===== config.mk =====
export PLATFORM = sky130hd
export DESIGN_NAME = addsub_unit
export DESIGN_NICKNAME = d
export VERILOG_FILES = /design/src/rtl/fa_cell.sv /design/src/rtl/operand_cond.sv /design/src/rtl/carry_chain.sv /design/src/rtl/sign_ovf.sv /design/src/rtl/addsub_unit.sv
export SDC_FILE = /design/constraint.sdc
export NUM_CORES = 1
export LEC_CHECK = 0
export CAP_MARGIN = 0
export CORE_UTILIZATION = 31
export DETAILED_ROUTE_END_ITERATION = 10
export PLACE_DENSITY = 0.89
export SETUP_SLACK_MARGIN = 0.05
export SYNTH_ARGS = -nofsm -noshare
export SYNTH_HDL_FRONTEND = slang
export SYNTH_HIERARCHICAL = 1
export SYNTH_SLANG_ARGS = --single-unit

===== constraint.sdc =====
create_clock -name vclk -period 24.4
set_clock_uncertainty 0.1 [all_clocks]
set_input_delay 4.88 -clock vclk [all_inputs]
set_output_delay 4.88 -clock vclk [all_outputs]
set_load 0.02 [all_outputs]

===== src/rtl/fa_cell.sv =====
`timescale 1ns/1ps
module fa_cell (
  input  logic a,
  input  logic b,
  input  logic ci,
  output logic s,
  output logic co
);
  always_comb begin
    s  = a ^ b ^ ci;
    co = (a & b) | (ci & (a | b));
  end
endmodule


===== src/rtl/operand_cond.sv =====
`timescale 1ns/1ps
module operand_cond #(
  parameter int W = 32
) (
  input  logic         sub,
  input  logic [W-1:0] y_in,
  output logic [W-1:0] y_eff,
  output logic         cin
);
  genvar i;
  generate
    for (i = 0; i < W; i++) begin : g_inv
      assign y_eff[i] = y_in[i] ^ sub;
    end
  endgenerate
  assign cin = sub;
endmodule


===== src/rtl/carry_chain.sv =====
`timescale 1ns/1ps
module carry_chain #(
  parameter int W = 32
) (
  input  logic [W-1:0] a,
  input  logic [W-1:0] b,
  input  logic         cin,
  output logic [W-1:0] sum,
  output logic         cout
);
  logic [W:0] c;
  assign c[0] = cin;

  genvar i;
  generate
    for (i = 0; i < W; i++) begin : g_cell
      fa_cell u_fa (
        .a  (a[i]),
        .b  (b[i]),
        .ci (c[i]),
        .s  (sum[i]),
        .co (c[i+1])
      );
    end
  endgenerate

  assign cout = c[W];
endmodule


===== src/rtl/sign_ovf.sv =====
`timescale 1ns/1ps
module sign_ovf (
  input  logic sign_a,
  input  logic sign_b,
  input  logic sign_r,
  output logic ovf
);
  logic same_in;
  always_comb begin
    same_in = ~(sign_a ^ sign_b);
    ovf     = same_in & (sign_r ^ sign_a);
  end
endmodule


===== src/rtl/addsub_unit.sv =====
`timescale 1ns/1ps
module addsub_unit #(
  parameter int W = 32
) (
  input  logic         in_valid,
  output logic         in_ready,
  input  logic         op_sub,
  input  logic [W-1:0] opnd_x,
  input  logic [W-1:0] opnd_y,
  output logic         out_valid,
  input  logic         out_ready,
  output logic [W-1:0] res,
  output logic         carry_out,
  output logic         ovf
);
  localparam int MSB = W - 1;

  logic [W-1:0] y_eff;
  logic         cin;
  logic [W-1:0] sum;

  operand_cond #(.W(W)) u_cond (
    .sub   (op_sub),
    .y_in  (opnd_y),
    .y_eff (y_eff),
    .cin   (cin)
  );

  carry_chain #(.W(W)) u_chain (
    .a    (opnd_x),
    .b    (y_eff),
    .cin  (cin),
    .sum  (sum),
    .cout (carry_out)
  );

  sign_ovf u_ovf (
    .sign_a (opnd_x[MSB]),
    .sign_b (y_eff[MSB]),
    .sign_r (sum[MSB]),
    .ovf    (ovf)
  );

  assign res       = sum;
  assign out_valid = in_valid;
  assign in_ready  = out_ready;
endmodule


# --- Word level (Yosys, flattened, before mapping) ---
# Index checks and enable logic that the tools add are counted.
classes:
  n_bitwise: 227
op_table:
  columns: ["cell", "count"]
  rows:
  - ["1-bit XOR", 97]
  - ["1-bit AND", 65]
  - ["1-bit bitwise OR", 64]
  - ["1-bit inverter", 1]
totals:
  in_bits: 67
  output_inout_bits: 36
  reg_bits: 0
  elab_cells: 227

# --- Depth between registers and ports, before layout ---
depth:
  word_depth: 67
  depth_mapped: 37
  mapped_depth_nobuf: 35

# --- Modules after synthesis ---
# The synthesis kept the hierarchy.
by_module_without_submodules:
  columns: ["mod", "seq_area_each_um2", "cells_per_inst", "instances", "area_per_inst_um2"]
  rows:
  - ["fa_cell", 0.0, 1, 32, 20.0]
  - ["operand_cond", 0.0, 37, 1, 359.1]
  - ["sign_ovf", 0.0, 3, 1, 22.5]
  - ["addsub_unit", 0.0, 2, 1, 15.0]

# --- Worst setup path before layout ---
# Ideal clock, no wire load.
synth_timing:
  path_type: "input to output"
  start: "in op_sub"
  end: "out ovf"
  n_path_buf: 2
  path_stages: 37
  arrival_ns: 18.091
  setup_slack_ns: 1.329
  t_required_ns: 19.420
  path_cell_list: "buf_6 > buf_12 > xor2_1 > fa_1 > fa_1 > fa_1 > fa_1 > fa_1 > fa_1 > fa_1 > fa_1 > fa_1 > fa_1 > fa_1 > fa_1 > fa_1 > fa_1 > fa_1 > fa_1 > fa_1 > fa_1 > fa_1 > fa_1 > fa_1 > fa_1 > fa_1 > fa_1 > fa_1 > fa_1 > fa_1 > fa_1 > fa_1 > fa_1 > fa_1 > fa_1 > nand2b_1 > o22ai_2"
synth_via:
  elab_chain_cells: 67
  elab_cells_between_ends: 161
  cone_classes: "bitwise: 161"
synth_lines:
  columns: ["item", "line_no", "text"]
  rows:
  - ["from (decl)", "addsub_unit.sv:7", "input logic op_sub,"]
  - ["1-bit XOR (*)", "operand_cond.sv:13", "assign y_eff[i] = y_in[i] ^ sub;"]
  - ["net y_eff[0]", "addsub_unit.sv:18", "logic [W-1:0] y_eff;"]
  - ["1-bit bitwise OR", "fa_cell.sv:11", "co = (a & b) | (ci & (a | b));"]
  - ["1-bit AND", "fa_cell.sv:11", null]
  - ["1-bit bitwise OR (*)", "fa_cell.sv:11", null]
  - ["net u_chain.c[1]", "carry_chain.sv:11", "logic [W:0] c;"]
  - ["1-bit AND (*)", "fa_cell.sv:11", null]
  - ["1-bit bitwise OR (*)", "fa_cell.sv:11", null]
  - ["net u_chain.c[2]", "carry_chain.sv:11", null]
  - ["(+2 left out)", null, null]
  - ["net u_chain.c[3]", "carry_chain.sv:11", null]
  - ["(+2 left out)", null, null]
  - ["net u_chain.c[4]", "carry_chain.sv:11", null]
  - ["(+2 left out)", null, null]
  - ["net u_chain.c[5]", "carry_chain.sv:11", null]
  - ["(+2 left out)", null, null]
  - ["net u_chain.c[6]", "carry_chain.sv:11", null]
  - ["(+2 left out)", null, null]
  - ["net u_chain.c[7]", "carry_chain.sv:11", null]
  - ["(+2 left out)", null, null]
  - ["net u_chain.c[8]", "carry_chain.sv:11", null]
  - ["(+2 left out)", null, null]
  - ["net u_chain.c[9]", "carry_chain.sv:11", null]
  - ["(+2 left out)", null, null]
  - ["net u_chain.c[10]", "carry_chain.sv:11", null]
  - ["(+2 left out)", null, null]
  - ["net u_chain.c[11]", "carry_chain.sv:11", null]
  - ["(+2 left out)", null, null]
  - ["net u_chain.c[12]", "carry_chain.sv:11", null]
  - ["(+2 left out)", null, null]
  - ["net u_chain.c[13]", "carry_chain.sv:11", null]
  - ["(+2 left out)", null, null]
  - ["net u_chain.c[14]", "carry_chain.sv:11", null]
  - ["(+2 left out)", null, null]
  - ["net u_chain.c[15]", "carry_chain.sv:11", null]
  - ["(+2 left out)", null, null]
  - ["net u_chain.c[16]", "carry_chain.sv:11", null]
  - ["(+2 left out)", null, null]
  - ["net u_chain.c[17]", "carry_chain.sv:11", null]
  - ["(+2 left out)", null, null]
  - ["net u_chain.c[18]", "carry_chain.sv:11", null]
  - ["(+2 left out)", null, null]
  - ["net u_chain.c[19]", "carry_chain.sv:11", null]
  - ["(+2 left out)", null, null]
  - ["net u_chain.c[20]", "carry_chain.sv:11", null]
  - ["(+2 left out)", null, null]
  - ["net u_chain.c[21]", "carry_chain.sv:11", null]
  - ["(+2 left out)", null, null]
  - ["net u_chain.c[22]", "carry_chain.sv:11", null]
  - ["(+2 left out)", null, null]
  - ["net u_chain.c[23]", "carry_chain.sv:11", null]
  - ["(+2 left out)", null, null]
  - ["net u_chain.c[24]", "carry_chain.sv:11", null]
  - ["(+2 left out)", null, null]
  - ["net u_chain.c[25]", "carry_chain.sv:11", null]
  - ["(+2 left out)", null, null]
  - ["net u_chain.c[26]", "carry_chain.sv:11", null]
  - ["(+2 left out)", null, null]
  - ["net u_chain.c[27]", "carry_chain.sv:11", null]
  - ["(+2 left out)", null, null]
  - ["net u_chain.c[28]", "carry_chain.sv:11", null]
  - ["(+2 left out)", null, null]
  - ["net u_chain.c[29]", "carry_chain.sv:11", null]
  - ["(+2 left out)", null, null]
  - ["net u_chain.c[30]", "carry_chain.sv:11", null]
  - ["1-bit AND (*)", "fa_cell.sv:11", null]
  - ["1-bit bitwise OR (*)", "fa_cell.sv:11", null]
  - ["net u_chain.c[31]", "carry_chain.sv:11", null]
  - ["1-bit XOR (*)", "fa_cell.sv:10", "s = a ^ b ^ ci;"]
  - ["net res[31]", "addsub_unit.sv:12", "output logic [W-1:0] res,"]
  - ["1-bit XOR (*)", "sign_ovf.sv:11", "ovf = same_in & (sign_r ^ sign_a);"]
  - ["1-bit AND (*)", "sign_ovf.sv:11", null]
  - ["to (decl)", "addsub_unit.sv:14", "output logic ovf"]
# The timed path passes the listed nets; every way through them passes the cells marked *.

# --- Final worst setup path ---
layout_timing:
  start: "in opnd_y[0]"
  end: "out res[31]"
layout_via:
  elab_chain_cells: 65
  elab_cells_between_ends: 66
  cone_classes: "bitwise: 66"
layout_lines:
  columns: ["item", "line_no", "text"]
  rows:
  - ["from (decl)", "addsub_unit.sv:9", "input logic [W-1:0] opnd_y,"]
  - ["1-bit XOR (*)", "operand_cond.sv:13", null]
  - ["net y_eff[0]", "addsub_unit.sv:18", null]
  - ["1-bit bitwise OR", "fa_cell.sv:11", null]
  - ["1-bit AND", "fa_cell.sv:11", null]
  - ["1-bit bitwise OR (*)", "fa_cell.sv:11", null]
  - ["net u_chain.c[1]", "carry_chain.sv:11", null]
  - ["1-bit AND (*)", "fa_cell.sv:11", null]
  - ["1-bit bitwise OR (*)", "fa_cell.sv:11", null]
  - ["net u_chain.c[2]", "carry_chain.sv:11", null]
  - ["(+2 left out)", null, null]
  - ["net u_chain.c[3]", "carry_chain.sv:11", null]
  - ["(+2 left out)", null, null]
  - ["net u_chain.c[4]", "carry_chain.sv:11", null]
  - ["(+2 left out)", null, null]
  - ["net u_chain.c[5]", "carry_chain.sv:11", null]
  - ["(+2 left out)", null, null]
  - ["net u_chain.c[6]", "carry_chain.sv:11", null]
  - ["(+2 left out)", null, null]
  - ["net u_chain.c[7]", "carry_chain.sv:11", null]
  - ["(+2 left out)", null, null]
  - ["net u_chain.c[8]", "carry_chain.sv:11", null]
  - ["(+2 left out)", null, null]
  - ["net u_chain.c[9]", "carry_chain.sv:11", null]
  - ["(+2 left out)", null, null]
  - ["net u_chain.c[10]", "carry_chain.sv:11", null]
  - ["(+2 left out)", null, null]
  - ["net u_chain.c[11]", "carry_chain.sv:11", null]
  - ["(+2 left out)", null, null]
  - ["net u_chain.c[12]", "carry_chain.sv:11", null]
  - ["(+2 left out)", null, null]
  - ["net u_chain.c[13]", "carry_chain.sv:11", null]
  - ["(+2 left out)", null, null]
  - ["net u_chain.c[14]", "carry_chain.sv:11", null]
  - ["(+2 left out)", null, null]
  - ["net u_chain.c[15]", "carry_chain.sv:11", null]
  - ["(+2 left out)", null, null]
  - ["net u_chain.c[16]", "carry_chain.sv:11", null]
  - ["(+2 left out)", null, null]
  - ["net u_chain.c[17]", "carry_chain.sv:11", null]
  - ["(+2 left out)", null, null]
  - ["net u_chain.c[18]", "carry_chain.sv:11", null]
  - ["(+2 left out)", null, null]
  - ["net u_chain.c[19]", "carry_chain.sv:11", null]
  - ["(+2 left out)", null, null]
  - ["net u_chain.c[20]", "carry_chain.sv:11", null]
  - ["(+2 left out)", null, null]
  - ["net u_chain.c[21]", "carry_chain.sv:11", null]
  - ["(+2 left out)", null, null]
  - ["net u_chain.c[22]", "carry_chain.sv:11", null]
  - ["(+2 left out)", null, null]
  - ["net u_chain.c[23]", "carry_chain.sv:11", null]
  - ["(+2 left out)", null, null]
  - ["net u_chain.c[24]", "carry_chain.sv:11", null]
  - ["(+2 left out)", null, null]
  - ["net u_chain.c[25]", "carry_chain.sv:11", null]
  - ["(+2 left out)", null, null]
  - ["net u_chain.c[26]", "carry_chain.sv:11", null]
  - ["(+2 left out)", null, null]
  - ["net u_chain.c[27]", "carry_chain.sv:11", null]
  - ["(+2 left out)", null, null]
  - ["net u_chain.c[28]", "carry_chain.sv:11", null]
  - ["(+2 left out)", null, null]
  - ["net u_chain.c[29]", "carry_chain.sv:11", null]
  - ["1-bit AND (*)", "fa_cell.sv:11", null]
  - ["1-bit bitwise OR (*)", "fa_cell.sv:11", null]
  - ["net u_chain.c[30]", "carry_chain.sv:11", null]
  - ["1-bit AND (*)", "fa_cell.sv:11", null]
  - ["1-bit bitwise OR (*)", "fa_cell.sv:11", null]
  - ["net u_chain.c[31]", "carry_chain.sv:11", null]
  - ["1-bit XOR (*)", "fa_cell.sv:10", null]
  - ["to (decl)", "addsub_unit.sv:12", null]
# Marked as above.

==> flow_metrics.py <==
metrics = {
    "pwr": {
        "p_per_area_mw_per_mm2": 46.1,
        "peakVddDrop_mv": 0.0314,
        "p_leak_uw": 0.000784,
    },
    "grt": {
        "antenna_found_initial": 0,
        "grt_use_total_pct": 15.6,
        "overflow": 0,
        "grt_pass1_vias": 1021,
        "grt_max_degree": 32,
        "grt_pass1_wl_mm": 4.24,
    },
    "timing": {
        "max_clock_freq_mhz": 41.9,
        "setup_viol": 0,
        "period_share_pct": 97.9,
        "whs_ns": 9.66,
        "drv_slew": 0,
        "worst_slew_pin_slew_ns": 0.459,
        "fin_tns_setup_ns": 0,
        "slew_headroom_pct": 69.4,
        "rsz0062_at_grt": "false",
        "min_period_ns": 23.89,
        "hold_violations": 0,
        "fin_ws_ns": 0.513,
    },
    "place": {
        "pre_cts_ws_ns": 0.267,
        "port_buffers": 99,
        "globalplace.congestion": 0.671,
        "hpwl_mm": 2.53,
        "place_area_mm2": 0.00199,
    },
    "final_layout": {
        "seq_cell_count": 0,
        "syn_to_final_growth_pct": 92.3,
        "nClkBuffers": 0,
        "layout.area.seq_um2": 0,
        "drive_above_1_share_pct": 1.80,
        "design_area_mm2": 0.00199,
        "final_nets": 268,
        "num_antenna_cells": 0,
    },
    "worst_setup_path": {
        "crit_path_end": "res[31]",
        "crit_top_cell": "fa_1",
        "cp_data_arrival_time_ns": 18.91,
        "crit_slowest_cell": "clkdlybuf4s50_1",
        "cp-end-kind": "primary output",
        "cpPeakStageDelay_ns": 0.62,
        "startpoint": "opnd_y[0]",
        "cp_max_fo": 3,
        "startpoint_type": "primary input",
        "crit_type": "in2out",
        "crit_required_ns": 19.42,
    },
    "synth": {
        "synth_nets": 173,
        "synth_compound_area_share_pct": 1.21,
        "synth_cells": 74,
        "synth.area.mux_share_pct": 0,
        "synth_simple_gate_area_share_pct": 0.965,
        "ys_seq_area_share_pct": 0,
        "synthDistinctLibCells": 8,
        "synth_adder_area_share_pct": 61.8,
        "synth_top_cell_by_area": "fa_1",
        "netlist.area_leader.share_pct": 61.8,
        "synth_xor_area_share_pct": 27.0,
        "synth_area_mm2": 0.00104,
        "synth_common_cells": "32 x fa_1, 32 x xor2_1, 3 x buf_12, 3 x buf_4",
        "synth_top_family_by_area": "adder cells",
        "ys.warnings.count": 6,
        "synthTopCellsByArea": "fa_1 62%, xor2_1 27%, buf_12 5.8%, buf_4 2.2%, o22ai_2 1.2%",
        "avgSynthCellArea_um2": 14.0,
    },
    "hold_path": {
        "min_path_type": "in2out",
        "min-delay-start": "in_valid",
    },
    "floorplan": {
        "start_util_pct": 33.4,
        "die_h_um": 59.8,
        "io_pins": 103,
        "rows": 20,
        "core_area_mm2": 0.00310,
        "die_w_um": 59.8,
        "dieArea_mm2": 0.00358,
    },
    "drt": {
        "vias": 902,
        "drtIter0Drc": 13,
        "ant_nets": 0,
        "drcViolationCount": 0,
        "viasPerCell": 4.27,
        "drt_pass1_iterations": 3,
        "routed_wl_mm": 2.69,
        "wl_per_cell_um": 12.7,
    },
    "status": {
        "status": "complete, no violations",
    },
    "clock_tree": {
        "cts_resized": 0,
        "holdBufCountCts": 0,
        "cts_setup_buffers": 0,
    },
    "run": {
        "maxCapViolations": 0,
    },
}
how the worst min path moves through the flow:
stage / end / slack [ns] / cells after the start
after CTS: out_valid / 9.66 / 0
after global placement: out_valid / 9.66 / 0
after floorplan: in_ready / 9.77 / 1
final: out_valid / 9.66 / 0
after global routing: out_valid / 9.66 / 0
after detailed placement: out_valid / 9.66 / 0
power by group:
group          total [µW]  switching (µW)  internal [µW]
Combinational        92.0            44.0           47.9
Clock                   0               0              0
Sequential              0               0              0
Total                92.0            44.0           47.9
layer usage:
layer / global-route usage (%) / vias up / routed length (µm)
li1: - / 403 / -
met1: 14.9 / 428 / 765
met2: 32.4 / 69 / 1480
met3: 5.84 / 2 / 435
met4: 0.332 / 0 / 5
met5: 0 / - / 0
placed cells by master, fill, tap and decap left out, drive strengths merged:
cell           netlist  layout
buf                  7       2
clkdlybuf4s50        0      97
dlymetal6s2s         0       1
fa                  32      32
nand2                1       1
nand2b               1       1
o22ai                1       1
xor2                32      32
logic make-up (layout without fill, tap and decap cells):
logic type | Yosys count | in the layout
buf+inv | 7 | 100
simple gates | 2 | 2
compound gates | 1 | 1
xor+xnor | 32 | 32
fa+ha+maj | 32 | 32
critical path: cells and delay by family:
kind | cells | cell delay [ns]
adder cells (fa/ha/maj) | 32 | 12.81
buffers and inverters | 2 | 1.04
XOR/XNOR | 1 | 0.16
cell type report:
type                       instances  area, µm²
tap                               44       55.1
multi-input combinational         67        943
timing repair buffer             100        996
fill                             260       1110
per-stage QoR:
step                cells  power [µW]  util, %
floorplan              74        54.3        -
global placement      211        90.3     64.2
detailed placement    211        93.3     64.2
CTS                   211        93.4     64.2
global route          211        99.8     64.3
finish                211        92.0     64.3
Note: power is estimated with default switching activity, not from simulation.
